--- src/rtl/rpir_pkg.sv ---
package rpir_pkg;
    typedef struct packed {
        logic special_mask;
        logic nested;
        logic master;
        logic auto_eoi;
        logic rotate_aeoi;
    } rpir_cfg_t;
endpackage

--- src/rtl/rot_pick.sv ---
module rot_pick #(
    parameter int N = 8,
    localparam int IW = $clog2(N),
    localparam int LW = $clog2(N + 1)
) (
    input  logic [N-1:0]  mask,
    input  logic [IW-1:0] base,
    output logic [LW-1:0] lvl
);
    logic [IW-1:0] slot;

    always_comb begin
        lvl  = LW'(N);
        slot = '0;
        for (int p = N - 1; p >= 0; p--) begin
            slot = base + IW'(p);
            if (mask[slot]) begin
                lvl = LW'(p);
            end
        end
    end
endmodule

--- src/rtl/req_capture.sv ---
module req_capture #(
    parameter int N = 8
) (
    input  logic         clk,
    input  logic         rst,
    input  logic [N-1:0] irq_in,
    input  logic [N-1:0] trig_level,
    input  logic [N-1:0] edge_clr,
    output logic [N-1:0] irr_q
);
    logic [N-1:0] last_q;
    logic [N-1:0] irr_d;

    for (genvar i = 0; i < N; i++) begin : g_line
        assign irr_d[i] = trig_level[i] ? irq_in[i]
                        : (irq_in[i] && !last_q[i]) ? 1'b1
                        : edge_clr[i] ? 1'b0
                        : irr_q[i];
    end

    always_ff @(posedge clk) begin
        if (rst) begin
            irr_q  <= '0;
            last_q <= '0;
        end else begin
            irr_q  <= irr_d;
            last_q <= irq_in;
        end
    end

    property p_edge_needs_rise;
        @(posedge clk) disable iff (rst)
        !$past(rst) |-> (irr_q & ~$past(irr_q) & ~$past(trig_level)
                         & ~($past(irq_in) & ~$past(last_q))) == '0;
    endproperty
    assert_edge_set_on_rise_R6: assert property (p_edge_needs_rise);

    property p_level_follows;
        @(posedge clk) disable iff (rst)
        !$past(rst) |-> ((irr_q ^ $past(irq_in)) & $past(trig_level)) == '0;
    endproperty
    assert_level_follows_R7: assert property (p_level_follows);
endmodule

--- src/rtl/svc_track.sv ---
module svc_track #(
    parameter int N = 8
) (
    input  logic         clk,
    input  logic         rst,
    input  logic [N-1:0] set_vec,
    input  logic [N-1:0] clr_vec,
    output logic [N-1:0] isr_q
);
    always_ff @(posedge clk) begin
        if (rst) begin
            isr_q <= '0;
        end else begin
            isr_q <= (isr_q & ~clr_vec) | set_vec;
        end
    end
endmodule

--- src/rtl/rot_prio_resolver.sv ---
module rot_prio_resolver
    import rpir_pkg::*;
#(
    parameter int N = 8,
    parameter int CASC_LINE = 2,
    localparam int IW = $clog2(N),
    localparam int LW = $clog2(N + 1)
) (
    input  logic          clk,
    input  logic          rst,
    input  logic [N-1:0]  irq_in,
    input  logic [N-1:0]  trig_level,
    input  logic          mask_we,
    input  logic [N-1:0]  mask_wdata,
    input  logic          base_we,
    input  logic [IW-1:0] base_wdata,
    input  logic          isr_clr,
    input  logic [IW-1:0] isr_clr_idx,
    input  logic          ack,
    input  logic          cfg_special_mask,
    input  logic          cfg_nested,
    input  logic          cfg_master,
    input  logic          cfg_auto_eoi,
    input  logic          cfg_rotate_aeoi,
    output logic          int_out,
    output logic [IW-1:0] win_idx,
    output logic [N-1:0]  req_bits,
    output logic [N-1:0]  svc_bits,
    output logic [N-1:0]  mask_bits,
    output logic [IW-1:0] base_out
);
    rpir_cfg_t     cfg;
    logic [N-1:0]  irr_q;
    logic [N-1:0]  isr_q;
    logic [N-1:0]  imr_q;
    logic [IW-1:0] base_q;
    logic [N-1:0]  cand;
    logic [N-1:0]  excl;
    logic [N-1:0]  svc_view;
    logic [LW-1:0] cand_lvl;
    logic [LW-1:0] svc_lvl;
    logic          fire;
    logic          take;
    logic [N-1:0]  win_onehot;
    logic [N-1:0]  edge_clr;
    logic [N-1:0]  set_vec;
    logic [N-1:0]  clr_vec;

    assign cfg = '{special_mask: cfg_special_mask, nested: cfg_nested,
                   master: cfg_master, auto_eoi: cfg_auto_eoi,
                   rotate_aeoi: cfg_rotate_aeoi};

    always_comb begin
        cand     = irr_q & ~imr_q;
        excl     = (cfg.nested && cfg.master) ? (N'(1) << CASC_LINE) : '0;
        svc_view = isr_q & ~excl;
        if (cfg.special_mask) begin
            svc_view = svc_view & ~imr_q;
        end
    end

    rot_pick #(.N(N)) u_cand_pick (.mask(cand),     .base(base_q), .lvl(cand_lvl));
    rot_pick #(.N(N)) u_svc_pick  (.mask(svc_view), .base(base_q), .lvl(svc_lvl));

    always_comb begin
        fire       = (cand_lvl < svc_lvl);
        win_idx    = base_q + cand_lvl[IW-1:0];
        take       = ack && fire;
        win_onehot = N'(1) << win_idx;
        edge_clr   = take ? win_onehot : '0;
        set_vec    = (take && !cfg.auto_eoi) ? win_onehot : '0;
        clr_vec    = isr_clr ? (N'(1) << isr_clr_idx) : '0;
    end

    req_capture #(.N(N)) u_req (
        .clk        (clk),
        .rst        (rst),
        .irq_in     (irq_in),
        .trig_level (trig_level),
        .edge_clr   (edge_clr),
        .irr_q      (irr_q)
    );

    svc_track #(.N(N)) u_svc (
        .clk     (clk),
        .rst     (rst),
        .set_vec (set_vec),
        .clr_vec (clr_vec),
        .isr_q   (isr_q)
    );

    always_ff @(posedge clk) begin
        if (rst) begin
            imr_q  <= '0;
            base_q <= '0;
        end else begin
            if (mask_we) begin
                imr_q <= mask_wdata;
            end
            if (base_we) begin
                base_q <= base_wdata;
            end else if (take && cfg.auto_eoi && cfg.rotate_aeoi) begin
                base_q <= win_idx + 1'b1;
            end
        end
    end

    assign int_out   = fire;
    assign req_bits  = irr_q;
    assign svc_bits  = isr_q;
    assign mask_bits = imr_q;
    assign base_out  = base_q;

    property p_winner_pending;
        @(posedge clk) disable iff (rst)
        int_out |-> (req_bits[win_idx] && !mask_bits[win_idx]);
    endproperty
    assert_winner_is_candidate_R2: assert property (p_winner_pending);

    property p_ack_marks;
        @(posedge clk) disable iff (rst)
        (ack && int_out && !cfg_auto_eoi) |=> svc_bits[$past(win_idx)];
    endproperty
    assert_ack_marks_service_R8: assert property (p_ack_marks);

    property p_aeoi_rotate;
        @(posedge clk) disable iff (rst)
        (ack && int_out && cfg_auto_eoi && cfg_rotate_aeoi && !base_we)
            |=> base_out == IW'($past(win_idx) + 1'b1);
    endproperty
    assert_aeoi_rotates_R9: assert property (p_aeoi_rotate);

    property p_aeoi_keeps_svc;
        @(posedge clk) disable iff (rst)
        (ack && cfg_auto_eoi && !isr_clr) |=> $stable(svc_bits);
    endproperty
    assert_aeoi_keeps_service_R9: assert property (p_aeoi_keeps_svc);

    property p_idle_ack;
        @(posedge clk) disable iff (rst)
        (ack && !int_out && !isr_clr) |=> $stable(svc_bits);
    endproperty
    assert_idle_ack_no_effect_R12: assert property (p_idle_ack);
endmodule

--- config.mk ---
export PLATFORM = sky130hd
export DESIGN_NAME = rot_prio_resolver
export DESIGN_NICKNAME = d
export VERILOG_FILES = /design/src/rtl/rpir_pkg.sv /design/src/rtl/rot_pick.sv /design/src/rtl/req_capture.sv /design/src/rtl/svc_track.sv /design/src/rtl/rot_prio_resolver.sv
export SDC_FILE = /design/constraint.sdc
export NUM_CORES = 1
export LEC_CHECK = 0
export ABC_CLOCK_PERIOD_IN_PS = 4900
export BUFFER_PORTS_ARGS = -buffer_cell sky130_fd_sc_hd__buf_2
export CAP_MARGIN = 5
export CORE_MARGIN = 8
export CORE_UTILIZATION = 53
export DETAILED_ROUTE_END_ITERATION = 6
export PLACE_DENSITY = 0.78
export SETUP_SLACK_MARGIN = 0.5
export SYNTH_ARGS = -nofsm -noshare
export SYNTH_HDL_FRONTEND = slang
export SYNTH_SLANG_ARGS = --single-unit
--- constraint.sdc ---
create_clock -name clk -period 4.9 [get_ports clk]
set_input_delay 0.245 -clock clk [delete_from_list [all_inputs] [get_ports clk]]
set_output_delay 0.245 -clock clk [all_outputs]
set_load 0.05 [all_outputs]
# Word level (Yosys, flattened, before mapping)

Cells that the tools add are included.
W data, S select, Z words.

Bits in registers: 35
Latch bits: 0
Bits in writable memories: 0
Memory bits (read-only): 0
Bits of input ports: 41
Output and inout port bits: 31
Word-level logic and storage cells: 150
Memories kept: 0

$add $sub $neg: 9
Multipliers: 0
Div/mod/pow operators: 0
$lt $le $gt $ge: 9
Equality and inequality tests: 0
Shift operators: 2
Muxes and demuxes: 79
Bitwise gates (word level): 8
Reductions and logical operators: 31

Operators by type and width:

| kind                  | count |
|---|---|
| $mux W4               | 16 |
| $bmux W1 S3           | 16 |
| $mux W1               | 40 |
| $and A8 B8 Y8         | 4 |
| $lt A3 B4 Y1 const B  | 8 |
| $mux W8               | 4 |
| $reduce_bool A3 Y1    | 8 |
| $not A8 Y8            | 2 |
| $shl A1 B3 Y8 const A | 2 |
| $logic_and A1 B1 Y1   | 13 |
| $add A3 B3 Y3 const B | 4 |
| $logic_not A1 Y1      | 9 |
| $mux W3               | 3 |
| $not A3 Y8            | 1 |
| $or A8 B8 Y8          | 1 |
| $add A3 B1 Y3 const B | 2 |
| $add A3 B2 Y3 const B | 2 |
| $lt A4 B4 Y1          | 1 |
| $add A3 B3 Y3         | 1 |
| $reduce_bool A2 Y1    | 1 |

# Depth between registers and ports, before layout

Depth in word-level cells: 22
Mapped depth: 19
Gate-level depth less buffers: 17

# Cells and area by module

A second synthesis with hierarchy kept.

Cell total of the unflattened synthesis: 337
Area, all modules: 3359.5 µm²

By module, submodules not included:

| module            | instances | cells an instance | area each (µm²) | sequential area each (µm²) |
|---|---|---|---|---|
| rot_pick          | 2         | 63                | 688.2           | 0.0 |
| rot_prio_resolver | 1         | 129               | 962.2           | 220.2 |
| req_capture       | 1         | 49                | 639.4           | 320.3 |
| svc_track         | 1         | 33                | 381.6           | 160.2 |

# Worst setup path before layout

No wires, ideal clock.

Path kind: register to register
Start: register base_q[0], in the netlist base_out[0]
End: register u_svc.isr_q[0]
Setup time: 88 ps
Data arrival time: 4733 ps
Required time: 4812 ps
Setup slack: 79 ps
Stages on the path, launching flop included: 19
Path buffers: 2
Period minus slack after synthesis: 4821 ps
Cells stage by stage: dfxtp_1 -> buf_4 -> inv_4 -> ha_1 -> clkbuf_1 -> inv_1 -> mux4_2 -> nor2b_1 -> a2111oi_0 -> a31oi_1 -> nand3b_1 -> or4_1 -> ha_1 -> a21oi_1 -> nor2b_1 -> o2111ai_2 -> nand2_1 -> nand2_1 -> o31ai_1

Longest elaborated chain between the ends: 16
Elaborated cells on any way between the ends: 62
Classes of those cells: 8 x add/sub; 1 x order compare; 1 x shift; 49 x mux; 1 x bitwise; 2 x reduce/logical

RTL lines:

| element                       | line                     | RTL |
|---|---|---|
| from (decl)                   | rot_prio_resolver.sv:36  | `logic [IW-1:0] base_q;` |
| from (signal assigned)        | rot_prio_resolver.sv:101 | `base_q <= base_wdata;` |
| from (signal assigned)        | rot_prio_resolver.sv:103 | `base_q <= win_idx + 1'b1;` |
| $add A3 B3 Y3                 | rot_pick.sv:16           | `slot = base + IW'(p);` |
| $bmux W1 S3                   | rot_pick.sv:17           | `if (mask[slot]) begin` |
| $mux W1 (implied by the code) | rot_pick.sv:17           |  |
| $mux W4 (8 in a row)          | rot_pick.sv:17           |  |
| $lt A4 B4 Y1 (*)              | rot_prio_resolver.sv:66  | `fire = (cand_lvl < svc_lvl);` |
| named net int_out             | rot_prio_resolver.sv:25  | `output logic int_out,` |
| $logic_and A1 B1 Y1 (*)       | rot_prio_resolver.sv:68  | `take = ack && fire;` |
| $logic_and A1 B1 Y1 (*)       | rot_prio_resolver.sv:71  | `set_vec = (take && !cfg.auto_eoi) ? win_onehot : '0;` |
| $mux W8 (*)                   | rot_prio_resolver.sv:71  |  |
| $or A8 B8 Y8 (*)              | svc_track.sv:14          | `isr_q <= (isr_q & ~clr_vec) \| set_vec;` |
| to (signal assigned)          | svc_track.sv:14          |  |
| to (decl)                     | svc_track.sv:8           | `output logic [N-1:0] isr_q` |

Mark *: on every way through the listed nets, which the timed path passes. The rest lies on a longest branch. The select of a mux whose other input is x is not followed.
A chain may end at the register's enable or synchronous reset.

# Worst setup path after layout

Start: register base_q[0], in the netlist base_out[0]
End: output win_idx[2]

Longest elaborated chain between the ends: 12
Elaborated cells on any way between the ends: 32
Classes of those cells: 8 x add/sub; 24 x mux

RTL lines:

| element                       | line                    | RTL |
|---|---|---|
| $add A3 B3 Y3                 | rot_pick.sv:16          |  |
| $bmux W1 S3                   | rot_pick.sv:17          |  |
| $mux W1 (implied by the code) | rot_pick.sv:17          |  |
| $mux W4 (8 in a row)          | rot_pick.sv:17          |  |
| $add A3 B3 Y3 (*)             | rot_prio_resolver.sv:67 | `win_idx = base_q + cand_lvl[IW-1:0];` |
| to (decl)                     | rot_prio_resolver.sv:26 | `output logic [IW-1:0] win_idx,` |

Mark *: on every way between the ends. The rest lies on a longest branch, timed or not. The select of a mux whose other input is x is not followed.

==> results.yml <==
die:
  die_area_sq_um: 7500
  die_y_microns: 86.6
  initial_core_util_pct: 55.6
  ioPinCount: 72
  core_region_area_sq_um: 4750
  die_x_microns: 86.6
  rows: 25
sta:
  hold_ws_ns: 0.201
  fin_tns_setup_ns: 0
  fmax_mhz: 238
  setup-violations-final: 0
  finClkSkew_ns: 0.00708
  rsz0062_at_grt: "false"
  fin_crit_ns: 4.19
  hold_viol_final: 0
  max-slew-margin-rel_pct: 61.4
  post-route-period-util_pct: 85.6
  worst_slew_pin_slew_ns: 0.579
  slew_violations: 0
routing:
  drt_iter0_markers: 177
  wl_microns: 8040
  avgRoutedWirePerCell_microns: 18.6
  final_antenna_net_count: 0
  firstDrtPassIters: 5
  route.detailed.drc: 0
  vias: 2605
  routed_via_density: 6.04
synth:
  yosys_warnings: 0
  ys_top_cells_by_count: "dfxtp_1, nor2_1, nand2_1"
  ys_seq_area_share_pct: 26.5
  synth_xor_area_share_pct: 2.70
  synth_most_common_cell: "dfxtp_1"
  synthArstFlopShare_pct: 0
  synth_top_area_share_pct: 26.5
  synthAdderAreaFrac_pct: 6.44
  synth-edff-count: 0
  syn_area_per_cell_sq_um: 9.28
  synth_mux_area_share_pct: 19.0
  synth-main-ff-cell: "dfxtp_1"
  synth-seq-cells: 35
  synth_compound_area_share_pct: 19.5
  yosys-top-cells-area: "dfxtp_1, mux4_2, ha_1, nor2b_1, mux2i_1"
  synth_top_family_by_area: "simple AND/OR/NAND/NOR gates"
  netlist_area_sq_um: 2640
  syn_nets: 339
  synthCells: 285
  synthSimpleGateAreaFrac_pct: 21.7
  synth.distinct_cells: 56
  synth_top_area_cell: "dfxtp_1"
final_layout:
  drive_above_1_share_pct: 36.8
  finalNetCount: 417
  syn2layout_area_growth_pct: 24.0
  antennaDiodeCount: 0
worst_setup_path:
  cp-end-kind: "output pin"
  required_ns: 4.66
  r2r-end: "base_out[2]"
  slowest_delay_ns: 0.53
  cp_slowest_cell: "or4_1"
  r2r_slack_ns: 0.74
  crit_type: "register to output pin"
  r2r_start: "base_out[1]"
  cp_cell_sequence: "buf_4, and4b_1, or4_1, mux2_2, or4_4, nand2_1, ha_1, inv_1, fa_1, xnor2_2, xor2_4, buf_2"
  cp-startpoint: "base_out[0]"
  cp.arrival_ns: 3.95
  worst-path-max-fanout: 9
  crit_end: "win_idx[2]"
  start_kind: "register"
  r2r_cells: 17
global_routing:
  grtUsageTotal_pct: 21.3
  grt.overflow.total: 0
  grt_start_max_net_pins: 35
  grt_pass1_vias: 2629
  grt_pass1_wl_microns: 12900
  antenna_found_initial: 0
min_path:
  holdCritStartpoint: "mask_wdata[5]"
  hp-class: "input pin to register"
clock_network:
  cts_buffers: 5
  cts_sinks: 35
  worstSkewPairLatency_ns: 0.28
  clock-root-buffer: "clkbuf_8"
  htree_levels: 2
  cts.reportedPaths.clkPinSlew_ns: 0.07
  cts_buffer_depth: 2
  cts_tree: "done"
  hold_buffers: 0
power_and_ir_drop:
  powerDensity_nw_per_um2: 496
  power_mw: 1.63
  p_leak_nw: 1.43
  peakVddDrop_v: 0.000366
job:
  cap_violations: 0
run_status:
  run_status: "complete, no violations"
place:
  port_buffers: 71
  place.gp.congestion: 0.894
  dp_hpwl_microns: 6260
-- sequential cells by signal, summed over array words and instances (netlist names) --
name	flops
base_out	3
u_svc.isr_q	8
mask_bits	8
u_req.last_q	8
u_req.irr_q	8
-- what timing repair did --
| item | 4_1_cts | 5_1_grt |
|---|---|---|
| endpoints found under the setup margin | 13 | 21 |
| pin swaps | 0 | 1 |
| buffers inserted | 1 | 10 |
| gates resized for setup | 2 | 11 |
-- through the flow --
stage | cells | area [sq um] | setup slack, ns | util, %
after detailed placement | 412 | 3040 | 0.411 | 63.9
final | 431 | 3280 | 0.706 | 68.9
after global routing | 431 | 3280 | 0.474 | 68.9
after CTS | 421 | 3150 | 0.515 | 66.3
after floorplan | 285 | 2660 | 0.545 | -
after global placement | 412 | 3040 | 0.498 | 63.9
-- power by group --
part | switching, mW | internal, mW
clock network | 0.104 | 0.128
logic | 0.674 | 0.367
registers | 0.0393 | 0.313
total | 0.818 | 0.808
-- worst max-delay path, delay by kind of cell (launching register included) --
kind          cells  cell delay, ns
mux               1            0.32
xor+xnor          2            0.57
flops             1            0.38
buf+inv           3            0.55
fa+ha+maj         2            0.54
simple gates      4            1.32
-- final cells by class --
cell class              count  area, sq um
fillers                   385         1480
multi-input cells         226         1880
flip-flops and latches     35          709
repair buffers             83          452
clock inverters             1         7.51
inverters                  12         51.3
clock buffers               7         96.3
well taps                  67         83.8
-- layout by cell type, fill, tap and decap left out, types with 8 or more instances in the layout --
cell / count
nand2_1: 23
mux4_2: 12
mux2i_1: 13
buf_4: 12
a32o_1: 8
nand3_1: 8
nor2b_1: 22
inv_1: 8
dfxtp_1: 32
ha_1: 11
mux2_2: 9
buf_2: 70
nor2_1: 25
nand2b_1: 9
-- how the worst min path moves through the flow --
stage,endpoint,slack (ns),cells after the start
after CTS,mask_bits[5],0.20,3
after detailed placement,u_req.irr_q[5],0.48,2
final,mask_bits[5],0.20,3
after global placement,u_req.irr_q[3],0.47,2
after global routing,base_out[2],0.21,3
after floorplan,u_req.last_q[2],0.33,1
-- layer usage --
| layer | routed length, microns | GRT usage (%) | up-vias |
|---|---|---|---|
| met3 | 513 | 4.54 | 24 |
| met2 | 4060 | 36.7 | 127 |
| met5 | 0 | 0 | - |
| li1 | - | - | 1225 |
| met4 | 249 | 9.23 | 0 |
| met1 | 3210 | 24.7 | 1229 |
-- logic make-up (layout without fill, tap and decap cells) --
family / Yosys count / count (layout)
buf+inv: 24 / 103
mux: 34 / 34
xor+xnor: 6 / 6
fa+ha+maj: 13 / 13
simple gates: 109 / 109
compound gates: 64 / 64
flops: 35 / 35
Note: power is estimated with default switching activity, not from simulation.
